--- config.mk ---
export PLATFORM = sky130hd
export DESIGN_NAME = hpair_unit
export DESIGN_NICKNAME = d
export VERILOG_FILES = /design/src/rtl/hpair_pkg.sv /design/src/rtl/hpair_word16.sv /design/src/rtl/hpair_dword32.sv /design/src/rtl/hpair_pipe.sv /design/src/rtl/hpair_unit.sv
export SDC_FILE = /design/constraint.sdc
export NUM_CORES = 1
export LEC_CHECK = 0
export BUFFER_PORTS_ARGS = -buffer_cell sky130_fd_sc_hd__buf_2
export CAP_MARGIN = 10
export CELL_PAD_IN_SITES_DETAIL_PLACEMENT = 2
export CELL_PAD_IN_SITES_GLOBAL_PLACEMENT = 2
export CORE_AREA = 2 2 270 272
export DETAILED_ROUTE_END_ITERATION = 16
export DIE_AREA = 0 0 272 274
export GPL_ROUTABILITY_DRIVEN = 0
export GPL_TIMING_DRIVEN = 0
export HOLD_SLACK_MARGIN = 0.03
export PLACE_DENSITY = 0.81
export SETUP_SLACK_MARGIN = 0.1
export SYNTH_ARGS = -nofsm -noshare
export SYNTH_HDL_FRONTEND = slang
export SYNTH_SLANG_ARGS = --single-unit
--- constraint.sdc ---
create_clock -name clk -period 5.99 [get_ports clk]
set_clock_uncertainty 0.15 [all_clocks]
set_input_delay 0.8985 -clock clk [delete_from_list [all_inputs] [get_ports clk]]
set_output_delay 0.8985 -clock clk [all_outputs]
set_load 0.005 [all_outputs]
--- src/rtl/hpair_pkg.sv ---
package hpair_pkg;

  localparam int WORD_W  = 16;
  localparam int DWORD_W = 32;

  typedef enum logic {
    LANE_W16 = 1'b0,
    LANE_W32 = 1'b1
  } lane_sz_e;

  // exact 17-bit sum or difference of two signed words
  function automatic logic [WORD_W:0] pair16_wide(input logic [WORD_W-1:0] ev,
                                                   input logic [WORD_W-1:0] od,
                                                   input logic sub);
    logic [WORD_W:0] e;
    logic [WORD_W:0] o;
    e = {ev[WORD_W-1], ev};
    o = {od[WORD_W-1], od};
    return sub ? (e - o) : (e + o);
  endfunction

  // clamp a 17-bit signed value into the signed word range
  function automatic logic [WORD_W-1:0] clamp16(input logic [WORD_W:0] s);
    if (s[WORD_W] != s[WORD_W-1])
      return s[WORD_W] ? {1'b1, {(WORD_W-1){1'b0}}} : {1'b0, {(WORD_W-1){1'b1}}};
    return s[WORD_W-1:0];
  endfunction

  function automatic logic [DWORD_W-1:0] pair32(input logic [DWORD_W-1:0] ev,
                                                 input logic [DWORD_W-1:0] od,
                                                 input logic sub);
    return sub ? (ev - od) : (ev + od);
  endfunction

endpackage

--- src/rtl/hpair_word16.sv ---
module hpair_word16
  import hpair_pkg::*;
(
  input  logic [WORD_W-1:0] ev_i,
  input  logic [WORD_W-1:0] od_i,
  input  logic              sub_i,
  input  logic              sat_en_i,
  output logic [WORD_W-1:0] res_o,
  output logic              clamp_o
);
  logic [WORD_W:0] wide;

  assign wide    = pair16_wide(ev_i, od_i, sub_i);
  assign clamp_o = sat_en_i & (wide[WORD_W] ^ wide[WORD_W-1]);
  assign res_o   = sat_en_i ? clamp16(wide) : wide[WORD_W-1:0];
endmodule

--- src/rtl/hpair_dword32.sv ---
module hpair_dword32
  import hpair_pkg::*;
(
  input  logic [DWORD_W-1:0] ev_i,
  input  logic [DWORD_W-1:0] od_i,
  input  logic               sub_i,
  output logic [DWORD_W-1:0] res_o
);
  assign res_o = pair32(ev_i, od_i, sub_i);
endmodule

--- src/rtl/hpair_pipe.sv ---
module hpair_pipe #(
  parameter int W = 128
) (
  input  logic         clk,
  input  logic         rst_n,
  input  logic         vld_i,
  input  logic [W-1:0] d_i,
  output logic         vld_o,
  output logic [W-1:0] q_o
);
  always_ff @(posedge clk) begin
    if (!rst_n) begin
      vld_o <= 1'b0;
      q_o   <= '0;
    end else begin
      vld_o <= vld_i;
      if (vld_i) q_o <= d_i;
    end
  end
endmodule

--- src/rtl/hpair_unit.sv ---
module hpair_unit
  import hpair_pkg::*;
#(
  parameter int DATA_W = 128
) (
  input  logic              clk,
  input  logic              rst_n,
  input  logic              vld_i,
  input  logic              op_sub_i,
  input  logic              lane_sz_i,
  input  logic              sat_i,
  input  logic [DATA_W-1:0] a_i,
  input  logic [DATA_W-1:0] b_i,
  output logic              vld_o,
  output logic [DATA_W-1:0] res_o
);
  localparam int NP16 = DATA_W / (2 * WORD_W);   // word pairs per operand
  localparam int NP32 = DATA_W / (2 * DWORD_W);  // dword pairs per operand

  logic              sat_en;
  logic [DATA_W-1:0] res16;
  logic [DATA_W-1:0] res32;
  logic [DATA_W-1:0] res_next;
  logic [2*NP16-1:0] clamp_vec;
  logic              clamp_any;

  // saturation only applies to 16-bit lanes
  assign sat_en = sat_i & (lane_sz_i == LANE_W16);

  for (genvar i = 0; i < 2 * NP16; i++) begin : g_w16
    localparam int J = (i < NP16) ? i : i - NP16;
    logic [DATA_W-1:0] src;
    assign src = (i < NP16) ? a_i : b_i;
    hpair_word16 u_w (
      .ev_i    (src[2*WORD_W*J +: WORD_W]),
      .od_i    (src[2*WORD_W*J+WORD_W +: WORD_W]),
      .sub_i   (op_sub_i),
      .sat_en_i(sat_en),
      .res_o   (res16[WORD_W*i +: WORD_W]),
      .clamp_o (clamp_vec[i])
    );
  end

  for (genvar i = 0; i < 2 * NP32; i++) begin : g_w32
    localparam int J = (i < NP32) ? i : i - NP32;
    logic [DATA_W-1:0] src;
    assign src = (i < NP32) ? a_i : b_i;
    hpair_dword32 u_d (
      .ev_i (src[2*DWORD_W*J +: DWORD_W]),
      .od_i (src[2*DWORD_W*J+DWORD_W +: DWORD_W]),
      .sub_i(op_sub_i),
      .res_o(res32[DWORD_W*i +: DWORD_W])
    );
  end

  assign clamp_any = |clamp_vec;
  assign res_next  = (lane_sz_i == LANE_W32) ? res32 : res16;

  hpair_pipe #(.W(DATA_W)) u_pipe (
    .clk  (clk),
    .rst_n(rst_n),
    .vld_i(vld_i),
    .d_i  (res_next),
    .vld_o(vld_o),
    .q_o  (res_o)
  );
endmodule

==> impl_results.md, run 1 <==
* Status: completed
* Number of global-route vias before repair at 29659
* Die Wd at 272 um
* Slew Limit Fails at 0
* Crit-path slowest cell: a221oi_1
* Async SR Flop Fraction at 0%
* Psw at 3.08 mW
* CP max stage delay at 600 ps
* Worst relative slew slack at 6.96%
* Kind of critical path: in2reg
* Syn_area_per_cell at 7.23 sq um
* Mapped cell area at 0.0233 sq mm
* Port buffer count at 383
* Setup TNS Final at 0 ps
* WP data arrival at 6070 ps
* Area growth, synth to finish at 17.6%
* Final setup vio count at 0
* Fin cells at 4612
* PwrDens at 224 mW/mm^2
* Post-route ant nets at 0
* Syn Inst Count at 3230
* Number of hold violations in the final report at 0
* Total wire length at 132000 um
* Largest area contributor in the netlist: ha_1
* Synth Register Bits at 129
* Clock Latency Late Sink at 510 ps
* Site Rows at 99
* Die area at 0.0745 sq mm
* Die Ht at 274 um
* Io pins at 391
* Overall routing resource usage at 34.4%
* Unrepaired setup endpoints after global routing: no
* Flop pwr share at 17.5%
* First-pass GRT wire length at 192000 um
* Total clock sinks at 129
* YS warnings at 0
* Worst-path cell chain: buf_4 > buf_8 > buf_12 > buf_6 > buf_2 > buf_8 > clkbuf_2 > nor2_1 > xnor2_1 > ha_1 > nand2_1 > o31a_1 > o21a_1 > or3_1 > a22o_1 > nor2_4 > a41oi_2 > a221oi_1 > nor2_1
* Commonest cells after routing, fill and taps aside: buf_2, a21oi_1, nor2_1
* Design area at 0.0275 sq mm
* Fin nets at 4177
* Placeable Area at 0.0720 sq mm
* Int Pwr at 3.06 mW
* Leading post-synthesis cells by cell area: ha_1, xnor2_1, dfxtp_1
* Clk pin slew, worst setup/hold paths at 70 ps
* Synth cell types at 96
* Placed instance count at 4578
* FILL cells at 8765
* Hold WS at 377 ps
* Fmax at 171 MHz
* Initial DRC Count at 1946
* Worst path required time at 6220 ps
* Routed len/inst at 28.7 um
* Crit path max fanout at 15
* Layout cells sized above 1 at 14.3%
* Worst Hold Class: reg2reg
* Commonest non-fill, non-tap cell in the layout: buf_2
* DRC Markers at 0
* Post-DP HPWL at 109000 um
* Starting Density at 32.4%
* Final cycle utilization of the critical path at 97.4%
* Sw frac at 50.2%
* Clock Path Buffers at 2
* CP endpoint kind: flip-flop
* H-tree levels at 4
* Area after DPL at 0.0266 sq mm
* Antenna violations before repair at 5
* Syn Nets at 3768
* Post-synth top area share at 14.1%
* DRT Pass-1 Iters at 5
* Worst VDD drop at 0.000270 V
* Largest net degree at the start of global routing at 17
* Clock share of power at 18.7%
* GRT overflow at 0
* Max Cap Viol at 0
* Register area share after synthesis at 11.1%
* Worst Tran Pin Value at 1400 ps
* Share of total power in combinational logic at 63.8%
* Root buffer cell: clkbuf_16
* Minimum clock period after layout at 5840 ps
* Total CTS buffers at 17
* EDFF count, synth at 0
* CP Launch Type: input port
* Vias per cell at 6.18
* Leak at 11.6 nW
* Via count at 28497
* Top_reg_cell synth: dfxtp_1
* CTS tree: done
[cells by family (layout without fill, tap and decap cells)]
group | count (synthesis) | in the layout | share of synthesized area [%]
buffers and inverters | 224 | 646 | 3.64
other | 0 | 1 | 0
AND/OR/NAND/NOR | 931 | 931 | 19.9
XOR/XNOR | 420 | 420 | 15.8
multiplexers | 29 | 29 | 1.28
AO/OA/AOI/OAI | 1221 | 1221 | 33.1
adder cells (fa/ha/maj) | 276 | 276 | 15.2
flip-flops | 129 | 129 | 11.1
[power groups by stage]
stage	Sequential, mW	Clock, mW	Combinational [mW]
after floorplan	1.04	0	2.41
after global placement	1.08	0	3.63
after detailed placement	1.09	0	3.74
after CTS	1.07	1.15	3.81
after global routing	1.08	1.19	4.21
final	1.07	1.15	3.92
[cell type report]
cell class                      instances  area (sq um)  area share (%)
Sequential cell                       129          2580            9.41
Clock inverter                         14           153           0.556
Inverter                               97           368            1.34
Timing Repair Buffer                  392          2030            7.41
Buffer                                125           548            2.00
Multi-Input combinational cell       2877         20100            73.3
Antenna cell                            1          2.50         0.00912
Clock buffer                           18           439            1.60
Tap cell                              959          1200            4.37
[worst max-delay path: cells and delay by family]
family          cells  cell delay [ps]
compound gates      5             1850
simple gates        5              920
xor+xnor            1              170
fa+ha+maj           1              380
buf+inv             7             1820
[cells in the mapped netlist, drive strengths merged (18+ instances only)]
| master | count |
|---|---|
| o31ai | 25 |
| a31oi | 96 |
| or3 | 30 |
| nand3 | 51 |
| o21ai | 286 |
| a21o | 104 |
| and3 | 34 |
| nand2b | 48 |
| nand4 | 18 |
| xnor2 | 310 |
| ha | 264 |
| dfxtp | 129 |
| and2 | 25 |
| nor4 | 33 |
| clkbuf | 112 |
| nor3 | 93 |
| o211ai | 64 |
| or4 | 21 |
| xor2 | 109 |
| nand2 | 159 |
| inv | 95 |
| a211oi | 33 |
| o21a | 48 |
| mux2i | 23 |
| o21bai | 30 |
| a21oi | 355 |
| nor2 | 314 |
| nor2b | 34 |
| o31a | 18 |
[through the flow]
step           util, %  worst slack, ps  power [mW]
4_1_cts           38.0              113        6.03
3_5_place_dp      36.9            -3580        4.82
3_3_place_gp      36.8            -5250        4.72
5_1_grt           38.1             89.2        6.47
2_1_floorplan        -              381        3.45
6_report          38.1              155        6.14
[metal layers]
metal / part of all wire [%] / global-route usage [%] / vias up
met5: 0.0098 / 0 / -
met3: 5.5 / 5.01 / 332
met4: 6.2 / 20.6 / 2
met2: 46 / 57.3 / 1013
met1: 42 / 41.9 / 14303
li1: - / - / 12847
[final timing paths]
path                   from              to  slack, ps  depth (start not counted)
max                op_sub_i  u_pipe.q_o[82]        150                         19
min          u_pipe.q_o[24]  u_pipe.q_o[24]        380                          2
max reg2reg  u_pipe.q_o[62]  u_pipe.q_o[62]       4590                          3
min reg2reg  u_pipe.q_o[24]  u_pipe.q_o[24]        380                          2
[repair_timing]
item,in CTS,in global routing
endpoints found under the setup margin,128,98
pin swaps,2,1
setup buffers,1,1
gates resized for setup,54,26
hold buffers,0,0
cloned,0,0
[state kept, by name, summed over array words and instances (netlist names)]
name and cells:
u_pipe.vld_o 1, u_pipe.q_o 128
Note: power is estimated with default switching activity, not from simulation.
==> inputs of run 2 (changes only) <==
--- a/config.mk
+++ b/config.mk
@@ -5,17 +5,18 @@
 export SDC_FILE = /design/constraint.sdc
 export NUM_CORES = 1
 export LEC_CHECK = 0
+export ABC_AREA = 1
 export BUFFER_PORTS_ARGS = -buffer_cell sky130_fd_sc_hd__buf_2
 export CAP_MARGIN = 10
 export CELL_PAD_IN_SITES_DETAIL_PLACEMENT = 2
 export CELL_PAD_IN_SITES_GLOBAL_PLACEMENT = 2
-export CORE_AREA = 2 2 270 272
+export CORE_AREA = 2 2 302 304
 export DETAILED_ROUTE_END_ITERATION = 16
-export DIE_AREA = 0 0 272 274
+export DIE_AREA = 0 0 304 306
 export GPL_ROUTABILITY_DRIVEN = 0
 export GPL_TIMING_DRIVEN = 0
 export HOLD_SLACK_MARGIN = 0.03
-export PLACE_DENSITY = 0.81
+export PLACE_DENSITY = 0.83
 export SETUP_SLACK_MARGIN = 0.1
 export SYNTH_ARGS = -nofsm -noshare
 export SYNTH_HDL_FRONTEND = slang
==> run 2 against run 1 <==
The flow now finishes with violations (capacitance limit, slew limit, setup timing). Non-clock buffer count fell by 25. Count of clock-buffer cells in the layout did not move. Combinational power rose by 7.7%. Critical path type unchanged.
==> impl_results.md, run 2 <==
* Die Ht at 306 um (+12%)
* Largest registers: u_pipe.q_o (128), u_pipe.vld_o (1)
* Placed instance count at 6591 (+44%)
* Worst VDD drop at 0.000288 V (+6.5%)
* Max Cap Viol at 1 (+1)
* CP Launch Type: input port
* DRT Pass-1 Iters at 5 (unchanged)
* Commonest cells after routing, fill and taps aside: nand2_1, nor2_1, inv_1
* Commonest cells post-synth: nand2_1, nor2_1, inv_1
* GRT overflow at 0 (unchanged)
* Leading post-synthesis cells by cell area: nand2_1, ha_1, nor2_1
* Worst Reg-to-Reg Cells at 2 (-1)
* Slew Limit Fails at 10 (+10)
* FILL cells at 11824 (+35%)
* Total wire length at 171000 um (+29%)
* Design area at 0.0318 sq mm (+16%)
* WP data arrival at 6280 ps (+210 ps)
* Final cycle utilization of the critical path at 100% (+2.8 points)
* Number of global-route vias before repair at 38795 (+31%)
* EDFF count, synth at 0 (unchanged)
* DRC Markers at 0 (unchanged)
* Via count at 37111 (+30%)
* Routed len/inst at 25.8 um (-10%)
* Synth cell types at 49 (-49%)
* Number of hold violations in the final report at 0 (unchanged)
* Total Power at 6.53 mW (+6.3%)
* Syn Inst Count at 5023 (+56%)
* Antenna violations before repair at 17 (+12)
* Setup TNS Final at -14.0 ps (-14.0 ps)
* Clock Latency Late Sink at 520 ps (about the same)
* Kind of critical path: in2reg
* YS warnings at 0 (unchanged)
* Status: complete, but fails checks
* Starting Density at 30.9% (-1.6 points)
* Failing checks: capacitance limit, slew limit, setup timing
* Post-Place Worst Slack at -1110 ps (+2470 ps)
* Top_reg_cell synth: dfxtp_1
* Max reg flops at 128 (unchanged)
* Crit path max fanout at 10 (-5)
* Fin cells at 6626 (+44%)
* Register area at 0.00258 sq mm (unchanged)
* Final core occ at 35.5% (-2.6 points)
* Multi-input gate area at 0.0221 sq mm (+9.8%)
* Register area share after synthesis at 9.33% (-1.7 points)
* Commonest non-fill, non-tap cell in the layout: nand2_1
* Worst Hold Class: reg2reg
* Total setup buffers inserted after CTS at 0 (-1)
* CTS tree: done
* Root buffer cell: clkbuf_16
* Die Wd at 304 um (+12%)
* Synth Register Bits at 129 (unchanged)
* Unrepaired setup endpoints after global routing: yes
* Post-synth top area share at 18.5% (+4.4 points)
* Placeable Area at 0.0896 sq mm (+24%)
* Post-route ant nets at 0 (unchanged)
* Mapped cell area at 0.0277 sq mm (+19%)
* Site Rows at 110 (+11%)
* Beginning of the worst hold path: u_pipe.q_o[97]
* Total CTS buffers at 17 (unchanged)
* Reg2reg end: u_pipe.q_o[32]
* CP startpoint: op_sub_i
* Hold WS at 384 ps (+7.09 ps)
* Hold EP: u_pipe.q_o[97]
* PwrDens at 205 mW/mm^2 (-8.3%)
* Io pins at 391 (unchanged)
* Final worst slack at -14.0 ps (-169 ps)
* Worst path required time at 6260 ps (+40 ps)
* Count leader, synth: nand2_1
* Total clock sinks at 129 (unchanged)
* Layout cells sized above 1 at 10.5% (-3.8 points)
* Final setup vio count at 1 (+1)
* Largest net degree at the start of global routing at 17 (unchanged)
* Fmax at 167 MHz (-2.8%)
* Port buffer count at 388 (+1.3%)
* Worst Hold Depth at 2 (unchanged)
* R2R Setup Slk at 4950 ps (+360 ps)
* Largest area contributor in the netlist: nand2_1
* Clk pin slew, worst setup/hold paths at 70 ps (about the same)
* Area after DPL at 0.0312 sq mm (+17%)
* H-tree levels at 4 (unchanged)
* Async SR Flop Fraction at 0% (unchanged)
* Initial DRC Count at 2279 (+17%)
* Minimum clock period after layout at 6000 ps (+169 ps)
* Worst relative slew slack at -0.142% (-7.1 points)
* Syn_area_per_cell at 5.51 sq um (-24%)
* Vias per cell at 5.60 (-9.4%)
* First-pass GRT wire length at 248000 um (+29%)
* CP endpoint kind: flip-flop
* Area growth, synth to finish at 15.0%
* Clock Path Buffers at 2 (unchanged)
* Die area at 0.0930 sq mm (+25%)
* Fin nets at 5971 (+43%)
* Reg with most FFs: u_pipe.q_o
* R2r startpoint: u_pipe.q_o[32]
* Leak at 17.0 nW (+46%)
* Overall routing resource usage at 35.6% (+1.2 points)
* Post-DP HPWL at 145000 um (+33%)
* Worst Tran Pin Value at 1500 ps (+107 ps)
* Syn Nets at 5561 (+48%)
==> run 2: changes by cell type after synthesis, sizes merged, moves of 73 or more <==
cell,before,now
a21o,104,3
a21oi,355,467
a31oi,96,23
inv,95,657
nand2,159,1397
nand3,51,356
nor2,314,724
xnor2,310,70
xor2,109,197
==> run 2: final cells by class <==
cell class                      instances  share of cell area (%)
Inverter                              657                    7.75
Clock buffer                           18                    1.38
Sequential cell                       129                    8.12
Multi-Input combinational cell       4136                    69.4
Antenna cell                            4                  0.0315
Buffer                                100                    1.72
Clock inverter                         14                   0.598
Tap cell                             1176                    4.63
Timing Repair Buffer                  392                    6.33
==> run 2: worst max-delay path: stages <==
cell     delay [ps]
buf_2           130
inv_2            90
buf_2           550
buf_4           480
buf_2           580
buf_2           670
o21ai_0         250
xnor2_1         210
inv_1            80
ha_1            350
nand2_1         150
o21ai_0         600
nand3_1         190
nand2_1         200
nand2_1         130
nand2_1          90
nand2_1          50
nand3_1         170
nand3_1         210
nand2_1         100
inv_1            40
==> run 2: report_power, final <==
group	switching [mW]	internal (mW)	total [mW]	leakage (nW)
sequential	0.0856	0.955	1.04	1.07
clock	0.586	0.679	1.27	0.300
combinational	2.93	1.29	4.22	15.6
==> run 2: how the worst max path moves through the flow <==
stage	to	slack (ps)	depth (start not counted)
after floorplan	u_pipe.q_o[117]	2240	24
after global placement	u_pipe.q_o[65]	-1650	19
after detailed placement	u_pipe.q_o[65]	-1110	19
after CTS	u_pipe.q_o[65]	20	20
after global routing	u_pipe.q_o[97]	70	23
final	u_pipe.q_o[126]	-10	21
==> run 2: timing repair <==
action,in CTS,in global routing
gates resized for setup,4,3
hold buffers,0,0
endpoints found under the setup margin,118,25
==> run 2: cell families after synthesis <==
group / after synthesis / synth area share [%]
DFF: 129 / 9.33
xor gates and xnor gates: 267 / 8.45
AOI/OAI and AO/OA: 931 / 18.2
and+or+nand+nor: 2661 / 40.4
muxes: 1 / 0.0407
buffers and inverters: 758 / 10.8
adders and majority gates: 276 / 12.8
==> run 2: per-layer routing <==
| layer | track usage (%) | vias to the layer above | wire length [um] |
|---|---|---|---|
| met5 | 0 | - | 40 |
| met4 | 20.8 | 6 | 11000 |
| met3 | 4.84 | 390 | 10100 |
| met2 | 58.8 | 1322 | 77200 |
| met1 | 44.3 | 18257 | 72800 |
| li1 | - | 17136 | - |
